==> src/rtl/qspi_seq_engine.sv <==
module qspi_seq_engine #(
  parameter int DIVW = 3,
  parameter int NCS  = 2
) (
  input  logic            clk,
  input  logic            rst_n,
  input  logic            cfg_en,
  input  logic [DIVW-1:0] cfg_div,
  input  logic            cfg_cpol,
  input  logic            cfg_cpha,
  input  logic            cfg_cs_force,
  input  logic [NCS-1:0]  cfg_cs_sel,
  input  logic            cfg_man_start_en,
  input  logic            man_start,
  input  logic            tx_valid,
  input  logic [31:0]     tx_data,
  input  logic [1:0]      tx_nbytes,
  output logic            tx_pop,
  output logic            rx_push,
  output logic [31:0]     rx_data,
  output logic            sclk,
  output logic [NCS-1:0]  cs_n,
  output logic            mosi,
  input  logic            miso
);
  localparam int CNTW = 1 << DIVW;

  logic            busy, lvl, armed, cpol_l, cpha_l;
  logic [DIVW-1:0] div_l;
  logic [CNTW-1:0] dcnt, lim;
  logic [6:0]      ecnt, elast, eadj;
  logic [4:0]      bidx;
  logic [31:0]     txs, rxw, rxw_n;
  logic [7:0]      rbyte, rb_n;
  logic [2:0]      nb;
  logic            edge_now, samp, bdone, last, go;

  assign lim      = (CNTW'(1) << div_l) - CNTW'(1);
  assign edge_now = busy && (dcnt == lim);
  assign samp     = edge_now && (ecnt[0] == cpha_l);
  assign rb_n     = {rbyte[6:0], miso};
  assign bdone    = samp && (ecnt[3:1] == 3'd7);
  assign rxw_n    = bdone ? {rb_n, rxw[31:8]} : rxw;
  assign last     = edge_now && (ecnt == elast);
  assign go       = !cfg_man_start_en || armed || man_start;
  assign tx_pop   = cfg_en && !busy && tx_valid && go;
  assign nb       = (tx_nbytes == 2'd0) ? 3'd4 : {1'b0, tx_nbytes};

  assign eadj = (cpha_l && ecnt != 7'd0) ? ecnt - 7'd1 : ecnt;
  assign bidx = 5'(eadj >> 1);

  assign mosi = busy & txs[5'd31 - bidx];
  assign sclk = busy ? (cpol_l ^ lvl) : cfg_cpol;
  assign cs_n = (cfg_cs_force || busy) ? cfg_cs_sel : '1;

  always_ff @(posedge clk or negedge rst_n) begin
    if (!rst_n) begin
      busy    <= 1'b0;
      lvl     <= 1'b0;
      armed   <= 1'b0;
      cpol_l  <= 1'b0;
      cpha_l  <= 1'b0;
      div_l   <= '0;
      dcnt    <= '0;
      ecnt    <= '0;
      elast   <= '0;
      txs     <= '0;
      rxw     <= '0;
      rbyte   <= '0;
      rx_push <= 1'b0;
      rx_data <= '0;
    end else begin
      rx_push <= 1'b0;
      armed   <= man_start | (armed & (busy | tx_valid));
      if (tx_pop) begin
        busy   <= 1'b1;
        lvl    <= 1'b0;
        dcnt   <= '0;
        ecnt   <= '0;
        elast  <= {nb, 4'b0000} - 7'd1;
        txs    <= {tx_data[7:0], tx_data[15:8], tx_data[23:16], tx_data[31:24]};
        rxw    <= '0;
        rbyte  <= '0;
        cpol_l <= cfg_cpol;
        cpha_l <= cfg_cpha;
        div_l  <= cfg_div;
      end else if (busy) begin
        if (edge_now) begin
          dcnt <= '0;
          lvl  <= ~lvl;
          ecnt <= ecnt + 7'd1;
          rxw  <= rxw_n;
          if (samp) rbyte <= rb_n;
          if (last) begin
            busy    <= 1'b0;
            rx_push <= 1'b1;
            rx_data <= rxw_n;
          end
        end else begin
          dcnt <= dcnt + CNTW'(1);
        end
      end
    end
  end
endmodule


==> config.mk <==
export PLATFORM = sky130hd
export DESIGN_NAME = qspi_seq_engine
export DESIGN_NICKNAME = d
export VERILOG_FILES = /design/src/rtl/qspi_seq_engine.sv
export SDC_FILE = /design/constraint.sdc
export NUM_CORES = 1
export LEC_CHECK = 0
export BUFFER_PORTS_ARGS = -buffer_cell sky130_fd_sc_hd__buf_2
export CAP_MARGIN = 40
export CORE_MARGIN = 2
export CORE_UTILIZATION = 25
export DETAILED_ROUTE_END_ITERATION = 10
export PLACE_DENSITY = 0.44
export SYNTH_ARGS = -nofsm -noshare
export SYNTH_HDL_FRONTEND = slang
export SYNTH_SLANG_ARGS = --single-unit
==> constraint.sdc <==
create_clock -name clk -period 4 [get_ports clk]
set_clock_uncertainty 0.1 [all_clocks]
set_input_delay 0.4 -clock clk [delete_from_list [all_inputs] [get_ports clk]]
set_output_delay 0.4 -clock clk [all_outputs]
set_load 0.01 [all_outputs]
==> qor.csv <==
metric,value,unit
drt_iter0_drc,229,
setup_tns,0,ps
p_per_area,668,nW/um^2
via_per_inst,4.53,
dr.pass1.iters,6,
htreeDepth,4,
yosysSeqAreaShare,0.542,
clockBufferDepth,2,
timing.final.crit_share,0.948,
cp.required,3500,ps
hold_path_class,primary input to flop,
worstSetupStartpointType,flop,
coreArea,23500,um^2
diodes,0,
r2r-start,div_l[2]$_DFFE_PN0P_,
totalWireLength,13900,um
grt_use_total,0.116,
power_leakage,3.30,nW
grt_pass1_vias,4417,
synth_edf_count,0,
synth_nets,563,
min_period,3790,ps
yosysTopAreaCellShare,0.542,
critPathCaptureType,primary output,
vias,4213,
drc,0,
ys_warn_count,0,
root_buffer,clkbuf_16,
fin_hold_ws,94.5,ps
tightest_slew,816,ps
finalWorstSetupSlack,206,ps
path_class,flop to primary output,
maxCapViolations,0,
drtAntennaViolNets,0,
wl_per_cell,15.0,um
dieArea,25300,um^2
dp_slack,487,ps
maxSlewViolCount,0,
synth_cell_type_count,51,
setup_viol,0,
synth_area_per_cell,11.8,um^2
synthArstFlopShare,1.00,
cts_tree,built,
grt.overflow.total,0,
antenna_found_initial,0,
fmax,0.264,GHz
yosysTopAreaCell,dfrtp_1,
clk_latency,420,ps
place_congestion,0.797,
initial_core_util,0.255,
critPathLaunch,ecnt[1]$_DFFE_PN0P_,
fp-row-count,56,
synthCells,509,
nets,652,
status,completed,
yosys-top-cells-count,"dfrtp_1, nand2_1, mux2i_1",
slew_headroom,0.456,
cts.sinks,130,
synth_area_leaders,"dfrtp_1, mux2_2, mux2i_1",
syn-cell-area,6000,um^2
grt_max_degree,72,
critPathMaxFanout,8,
worstHoldStart,man_start,
io_buffers,86,
cts.clk_slew.worst_paths,60,ps
cp.arrival,3290,ps
yosysMostFrequentCell,dfrtp_1,
synthFlopType,dfrtp_1,
syn_to_final_growth,24.3,%
die_w,159,um
ys_seq_elements,130,
dp_hpwl,9580,um
ir_worst_vdd,0.000238,V
grt_setup_unrepaired,no,
grt_pass1_wl,23600,um
hold_violations,0,
ioPinCount,87,
cts_buffers,17,
drive_gt1_frac,0.301,
die_h,159,um
flip-flops by register name, summed over array words and instances, names as in the netlist, 3 cells and up:
register	flops
rx_data	32
rxw	32
txs	32
dcnt	8
ecnt	7
rbyte	7
div_l	3
elast	3
cell usage in the layout, fill, tap and decap left out, types with 16 or more instances in the layout:
cell type and n:
o21ai_0 20, mux2_2 38, dfrtp_1 128, buf_2 85
clkbuf_16 17, o21ai_1 22, nand2_1 57, a22o_1 32
nor2_1 24, buf_4 16, mux2i_1 40
cell families after synthesis:
logic type / Yosys count / share of synthesized area
adders and majority gates: 5 / 0.0104
xor gates and xnor gates: 20 / 0.0292
AOI/OAI and AO/OA: 103 / 0.118
DFF: 130 / 0.542
and+or+nand+nor: 121 / 0.0917
muxes: 87 / 0.175
buffers and inverters: 43 / 0.0333
path summary, 6_finish.rpt:
check	end	slack (ps)	cells after the start
max in group asynchronous	ecnt[1]$_DFFE_PN0P_	2410	3
hold / removal	armed$_DFF_PN0_	90	2
min in group asynchronous	rx_data[20]$_DFFE_PN0P_	510	2
setup reg to reg	rx_data[7]$_DFFE_PN0P_	1090	7
hold reg to reg	rx_data[4]$_DFFE_PN0P_	380	2
setup / recovery	mosi	210	11
report_power, final:
group | internal, mW | leakage [nW] | switching [mW]
Sequential | 1.62 | 1.70 | 0.318
Clock | 0.993 | 0.291 | 0.613
Combinational | 0.763 | 1.31 | 0.677
Total | 3.38 | 3.30 | 1.61
critical path: stages, from the launching register on:
cell and delay [ps]:
dfrtp_2 430, inv_2 90, ha_1 150, or4b_4 500, o31ai_4 210, mux2i_2 240, buf_6 180, mux4_1 580
mux2i_1 130, mux2_2 160, o2bb2ai_1 50, buf_2 140
metrics by stage:
step | total power [mW] | instance area [um^2] | instances | utilization
4_1_cts | 5.03 | 7420 | 926 | 0.315
3_3_place_gp | 3.33 | 6800 | 893 | 0.289
5_1_grt | 5.33 | 7460 | 930 | 0.317
6_report | 4.98 | 7460 | 930 | 0.317
2_1_floorplan | 2.97 | 6000 | 509 | -
3_5_place_dp | 3.39 | 6800 | 893 | 0.289
cell type report:
cell class / count / area, um^2
fill: 2440 / 16100
tap: 319 / 399
clock inverter: 13 / 178
sequential: 130 / 3260
multi-input combinational: 336 / 2560
inverter: 8 / 30.0
clock buffer: 19 / 433
timing repair buffer: 105 / 607
layer usage:
| metal | track usage | part of all wire |
|---|---|---|
| met4 | 0.0351 | 0.011 |
| met3 | 0.0346 | 0.047 |
| met1 | 0.151 | 0.47 |
| met2 | 0.186 | 0.47 |
| met5 | 0 | 0 |
timing repair:
item	CTS	global route
setup buffers	0	4
endpoints found under the setup margin	0	1
hold endpoints to repair	4	0
gates resized for setup	0	5
hold buffers	1	0
Power figures use the tool's default switching activity.
